==> src/rtl/hostbus_pkg.sv <==
package hostbus_pkg;
  localparam int BYTE_W = 8;

  typedef enum logic [2:0] {
    S_READY  = 3'b000,
    S_STB    = 3'b010,
    S_SETP   = 3'b011,
    S_REGT   = 3'b110,
    S_LAUNCH = 3'b111,
    S_WAITP  = 3'b101,
    S_DONE   = 3'b100
  } hb_state_e;
endpackage

==> src/rtl/hostbus_sync.sv <==
module hostbus_sync #(
  parameter int   STAGES  = 2,
  parameter logic RST_VAL = 1'b0
) (
  input  logic clk,
  input  logic rst_n,
  input  logic d,
  output logic q
);
  logic [STAGES-1:0] sh;

  always_ff @(posedge clk or negedge rst_n) begin
    if (!rst_n) sh <= {STAGES{RST_VAL}};
    else        sh <= {sh[STAGES-2:0], d};
  end

  assign q = sh[STAGES-1];
endmodule

==> src/rtl/hostbus_fsm.sv <==
module hostbus_fsm
  import hostbus_pkg::*;
(
  input  logic clk,
  input  logic rst_n,
  input  logic hrst,
  input  logic astb_n,
  input  logic dstb_n,
  input  logic wr_n,
  input  logic hs_req,
  input  logic done,
  output logic wait_o,
  output logic start_o,
  output logic addr_we,
  output logic data_we,
  output logic rd_cycle
);
  hb_state_e st, st_nx;

  always_comb begin
    st_nx = st;
    unique case (st)
      S_READY:  if (!astb_n || !dstb_n) st_nx = S_STB;
      S_STB:    st_nx = (!dstb_n && hs_req) ? S_SETP : S_REGT;
      S_SETP:   st_nx = S_LAUNCH;
      S_LAUNCH: st_nx = S_WAITP;
      S_WAITP:  if (done) st_nx = S_DONE;
      S_REGT:   st_nx = S_DONE;
      S_DONE:   if (astb_n && dstb_n) st_nx = S_READY;
      default:  st_nx = S_READY;
    endcase
  end

  always_ff @(posedge clk or negedge rst_n) begin
    if (!rst_n)     st <= S_READY;
    else if (hrst)  st <= S_READY;
    else            st <= st_nx;
  end

  always_ff @(posedge clk or negedge rst_n) begin
    if (!rst_n)               rd_cycle <= 1'b0;
    else if (hrst)            rd_cycle <= 1'b0;
    else if (st == S_READY)   rd_cycle <= 1'b0;
    else if (st == S_STB)     rd_cycle <= wr_n;
  end

  assign wait_o  = (st == S_DONE);
  assign start_o = (st == S_LAUNCH);
  assign addr_we = (st == S_REGT) && !astb_n && !wr_n;
  assign data_we = ((st == S_REGT) || (st == S_SETP)) && !dstb_n && !wr_n;

  p_wait_entry_r2: assert property (@(posedge clk) disable iff (!rst_n)
    $rose(wait_o) |-> ($past(st) == S_REGT || $past(st) == S_WAITP));

  p_hold_proc_r7: assert property (@(posedge clk) disable iff (!rst_n)
    (st == S_WAITP && !done && !hrst) |=> (st == S_WAITP));

  p_start_once_r7: assert property (@(posedge clk) disable iff (!rst_n)
    start_o |=> !start_o);

  p_wrpulse_once_r5: assert property (@(posedge clk) disable iff (!rst_n)
    data_we |=> !data_we);

  p_rdflag_hold_r6: assert property (@(posedge clk) disable iff (!rst_n)
    (st == S_DONE && $past(st) == S_DONE) |-> $stable(rd_cycle));

  p_hostrst_r9: assert property (@(posedge clk) disable iff (!rst_n)
    hrst |=> (st == S_READY && !rd_cycle));
endmodule

==> src/rtl/hostbus_addr.sv <==
module hostbus_addr #(
  parameter int W = 8
) (
  input  logic         clk,
  input  logic         rst_n,
  input  logic         hrst,
  input  logic         addr_we,
  input  logic [W-1:0] d_in,
  input  logic         astb_n,
  input  logic         rd_cycle,
  input  logic [W-1:0] usr_rdata,
  output logic [W-1:0] addr_q,
  output logic [W-1:0] d_out,
  output logic         d_oe
);
  always_ff @(posedge clk or negedge rst_n) begin
    if (!rst_n)       addr_q <= '0;
    else if (hrst)    addr_q <= '0;
    else if (addr_we) addr_q <= d_in;
  end

  assign d_out = astb_n ? usr_rdata : addr_q;
  assign d_oe  = rd_cycle;

  p_addr_hold_r3: assert property (@(posedge clk) disable iff (!rst_n)
    !$stable(addr_q) |-> ($past(addr_we) || $past(hrst)));

  p_addr_clear_r9: assert property (@(posedge clk) disable iff (!rst_n)
    hrst |=> (addr_q == '0));
endmodule

==> src/rtl/hostbus_slave.sv <==
module hostbus_slave
  import hostbus_pkg::*;
#(
  parameter int W           = BYTE_W,
  parameter int SYNC_STAGES = 2
) (
  input  logic         clk,
  input  logic         rst_n,
  input  logic         host_rst,
  input  logic         host_astb_n,
  input  logic         host_dstb_n,
  input  logic         host_wr_n,
  input  logic [W-1:0] host_d_in,
  output logic [W-1:0] host_d_out,
  output logic         host_d_oe,
  output logic         host_wait,
  output logic [W-1:0] usr_addr,
  output logic [W-1:0] usr_wdata,
  output logic         usr_wr_pulse,
  output logic         usr_rd_cycle,
  input  logic [W-1:0] usr_rdata,
  input  logic         usr_hs_req,
  output logic         usr_start,
  input  logic         usr_done
);
  localparam int         NPINS    = 4;
  localparam logic [3:0] PIN_IDLE = 4'b0111;

  logic [NPINS-1:0] pin_raw, pin_s;
  logic addr_we, rd_cycle;

  assign pin_raw = {host_rst, host_wr_n, host_dstb_n, host_astb_n};

  for (genvar i = 0; i < NPINS; i++) begin : g_sync
    hostbus_sync #(.STAGES(SYNC_STAGES), .RST_VAL(PIN_IDLE[i])) u_sync (
      .clk(clk), .rst_n(rst_n), .d(pin_raw[i]), .q(pin_s[i])
    );
  end

  hostbus_fsm u_fsm (
    .clk(clk), .rst_n(rst_n), .hrst(pin_s[3]),
    .astb_n(pin_s[0]), .dstb_n(pin_s[1]), .wr_n(pin_s[2]),
    .hs_req(usr_hs_req), .done(usr_done),
    .wait_o(host_wait), .start_o(usr_start),
    .addr_we(addr_we), .data_we(usr_wr_pulse), .rd_cycle(rd_cycle)
  );

  hostbus_addr #(.W(W)) u_addr (
    .clk(clk), .rst_n(rst_n), .hrst(pin_s[3]), .addr_we(addr_we),
    .d_in(host_d_in), .astb_n(pin_s[0]), .rd_cycle(rd_cycle),
    .usr_rdata(usr_rdata), .addr_q(usr_addr),
    .d_out(host_d_out), .d_oe(host_d_oe)
  );

  assign usr_wdata    = host_d_in;
  assign usr_rd_cycle = rd_cycle;

  p_oe_follows_rd_r6: assert property (@(posedge clk) disable iff (!rst_n)
    $rose(host_d_oe) |-> $past(pin_s[2]));
endmodule

==> config.mk <==
export PLATFORM = sky130hd
export DESIGN_NAME = hostbus_slave
export DESIGN_NICKNAME = d
export VERILOG_FILES = /design/src/rtl/hostbus_pkg.sv /design/src/rtl/hostbus_sync.sv /design/src/rtl/hostbus_fsm.sv /design/src/rtl/hostbus_addr.sv /design/src/rtl/hostbus_slave.sv
export SDC_FILE = /design/constraint.sdc
export NUM_CORES = 1
export LEC_CHECK = 0
export BUFFER_PORTS_ARGS = -buffer_cell sky130_fd_sc_hd__buf_2
export CAP_MARGIN = 20
export CORE_UTILIZATION = 38
export CTS_BUF_LIST = sky130_fd_sc_hd__clkbuf_16
export CTS_CLUSTER_DIAMETER = 80
export DETAILED_ROUTE_END_ITERATION = 6
export PLACE_DENSITY = 0.84
export SKIP_LAST_GASP = 1
export SLEW_MARGIN = 20
export SYNTH_ARGS = -nofsm -noshare
export SYNTH_HDL_FRONTEND = slang
export SYNTH_SLANG_ARGS = --single-unit
==> constraint.sdc <==
create_clock -name clk -period 1.5 [get_ports clk]
set_clock_uncertainty 0.1 [all_clocks]
set_input_delay 0 -clock clk [delete_from_list [all_inputs] [get_ports clk]]
set_output_delay 0 -clock clk [all_outputs]
set_load 0.05 [all_outputs]
==> flow_summary.json <==
{
  "finalSetupViolations": 9,
  "ant_nets": 0,
  "crit_type": "register to output port",
  "areaGrowthSynthToFinish_pct": 64.28,
  "ys_ff_latch": 20,
  "p_leak_nw": 0.7691,
  "cts_tree": "done",
  "synth_top_family_by_area": "simple AND/OR/NAND/NOR gates",
  "port_buffers": 52,
  "hold_viol": 0,
  "post-dp-hpwl_um": 1528,
  "vias": 826,
  "gp_congestion": 0.8315,
  "hold_path.class": "primary input to register",
  "root_buffer": "clkbuf_16",
  "die_area_um2": 2635,
  "path_buf_inv": 2,
  "cp.required_ps": 1400,
  "synth_edf_count": 0,
  "ys_seq_area_share_pct": 54.94,
  "io_pins": 53,
  "crit_chain": "buf_6 > mux2_4 > buf_8",
  "routed_wl_um": 2584,
  "synthFlopType": "dfrtp_1",
  "syn-num-nets": 96,
  "async_reset_ff_share_pct": 100.0,
  "violations": "setup timing",
  "slew_viol_final": 0,
  "antenna_found_initial": 0,
  "synth_common_cells": "dfrtp_1 (14), buf_4 (10), a22o_1 (8), mux2_2 (8), dfstp_2 (6)",
  "critPathCaptureType": "output port",
  "synth.most_common_cell": "dfrtp_1",
  "drtPass1Iterations": 4,
  "yosys_warnings": 0,
  "cp_top_family": "flip-flops",
  "cts_buffer_depth": 2,
  "arrival_ps": 1480,
  "grt_pass1_vias": 828,
  "nFillCells": 171,
  "p_per_area_nw_per_um2": 966.4,
  "period_share_pct": 105.4,
  "fmax_mhz": 632.5,
  "synth_cell_types": 22,
  "grt_pass1_wl_um": 3933,
  "critPathSlowestCell": "dfstp_2",
  "start_kind": "register",
  "relSlewSlack_pct": 71.63,
  "overflow": 0,
  "numCtsBuffers": 3,
  "gr-usage-all-layers_pct": 21.28,
  "n_antenna_cell": 0,
  "synth_area_leaders": "dfrtp_1 (38%), dfstp_2 (17%), mux2_2 (9.7%)",
  "critPathMaxStageDelay_ps": 580,
  "vias_per_cell": 5.099,
  "yosysTopAreaCell": "dfrtp_1",
  "tightest_slew_ps": 425.6,
  "yosys.area_share.simple_pct": 11.50,
  "ir_worst_vdd_v": 0.0006836,
  "synth_area_um2": 924.6,
  "synth_compound_area_share_pct": 11.37,
  "setup-tns-final_ps": -428.3,
  "design.core.area_um2": 2255,
  "status": "complete, but fails checks",
  "first_iter_violations": 16,
  "finish.instance_area_um2": 1519,
  "route.detailed.drc": 0,
  "dieWidth_um": 51.33,
  "initial_core_util_pct": 41.01,
  "postSynthCellCount": 72,
  "die_h_um": 51.33,
  "fin_ws_ps": -80.93,
  "synth-xor-area-share_pct": 0.9472,
  "htreeDepth": 1,
  "avgSynthCellArea_um2": 12.84,
  "synthDominantCellAreaShare_pct": 37.89,
  "final_core_util_pct": 67.37,
  "rsz0062_at_grt": "true",
  "insertion_delay_ps": 250,
  "place_area_um2": 1155,
  "synthMuxAreaShare_pct": 9.743,
  "nNetsFinal": 159,
  "critPathMaxFanout": 5,
  "drive_gt1_share_pct": 60.45,
  "synth_adder_area_share_pct": 0,
  "core.rowCount": 17,
  "cap_violations": 0,
  "finalCriticalPeriod_ps": 1581,
  "clk_pin_slew_ps": 50,
  "numClockSinks": 20,
  "wire_per_inst_um": 15.95,
  "grt_start_max_net_pins": 21
}
## stage by stage
stage	setup WS (ps)	std cells	power, mW	hold WS (ps)
final	-80.93	162	1.468	26.04
after floorplan	-139.4	72	0.7956	-395.6
after global placement	70.37	142	0.8505	-150.6
after detailed placement	21.56	142	0.8594	-138.7
after CTS	-92.45	162	1.474	27.75
after global routing	-98.76	162	1.525	64.00
## final cells by class
cell class	count	area (um^2)	share of cell area (%)
multi-input combinational	38	356.6	23.48
clock buffer	3	75.07	4.942
timing repair buffer	72	539.3	35.50
clock inverter	1	3.754	0.2471
tap	28	35.03	2.306
sequential	20	509.2	33.53
## placed cells by master, fill, tap and decap left out, types with 2 or more instances in the layout
| cell | synthesis | layout |
|---|---|---|
| a21oi_1 | 5 | 4 |
| a22o_1 | 8 | 8 |
| buf_2 | 1 | 43 |
| buf_4 | 10 | 4 |
| buf_6 | 2 | 3 |
| buf_8 | 0 | 8 |
| clkbuf_16 | 0 | 3 |
| dfrtp_1 | 14 | 13 |
| dfstp_2 | 6 | 6 |
| dlygate4sd3_1 | 0 | 14 |
| mux2_4 | 0 | 8 |
| nor2_1 | 3 | 3 |
| nor3_1 | 2 | 2 |
| o21ai_0 | 2 | 2 |
## cells by family after synthesis
logic type             count (synthesis)
buffers and inverters                 14
AND/OR/NAND/NOR                       14
AO/OA/AOI/OAI                         15
XOR/XNOR                               1
multiplexers                           8
flip-flops                            20
## where the power goes
part / switching [mW] / internal, mW
registers: 0.0280 / 0.568
logic: 0.193 / 0.146
clock network: 0.178 / 0.354
total: 0.399 / 1.07
## sequential cells by signal (all words and copies together) (netlist names)
signal            count
u_fsm.st              3
g_sync.u_sync.sh      8
u_fsm.rd_cycle        1
u_addr.addr_q         8
## layer usage
layer	track usage [%]	vias up	routed length, um
li1	-	375	-
met1	25.38	411	1005
met2	35.75	32	1387
met3	4.167	8	112
met4	11.71	0	78
met5	0	-	0
## worst reg2reg max path, delay by kind of cell, from the launching register on
kind	cells	cell delay (ps)
DFF	1	580
AOI/OAI and AO/OA	1	140
and+or+nand+nor	2	130
buffers and inverters	3	350
## final timing paths
check                      slack [ps]  cells after the start                    from                endpoint
min reg2reg                       250                      0  g_sync[3].u_sync.sh[0]  g_sync[3].u_sync.sh[1]
max in group asynchronous         830                      2                   rst_n  g_sync[1].u_sync.sh[1]
min in group asynchronous         150                      2                   rst_n        u_addr.addr_q[4]
max reg2reg                        80                      6  g_sync[0].u_sync.sh[1]             u_fsm.st[2]
max                               -80                      3  g_sync[0].u_sync.sh[1]           host_d_out[7]
min                                30                      4                usr_done             u_fsm.st[0]
## what timing repair did
item                       in CTS  in global routing
hold endpoints to repair       33                  0
pin swaps                       0                  1
setup buffers                   1                  0
hold buffers                   14                  0
gates cloned                    1                  0
gates resized for setup        37                  3
setup endpoints to repair      17                 12
(Power assumes the default switching activity.)
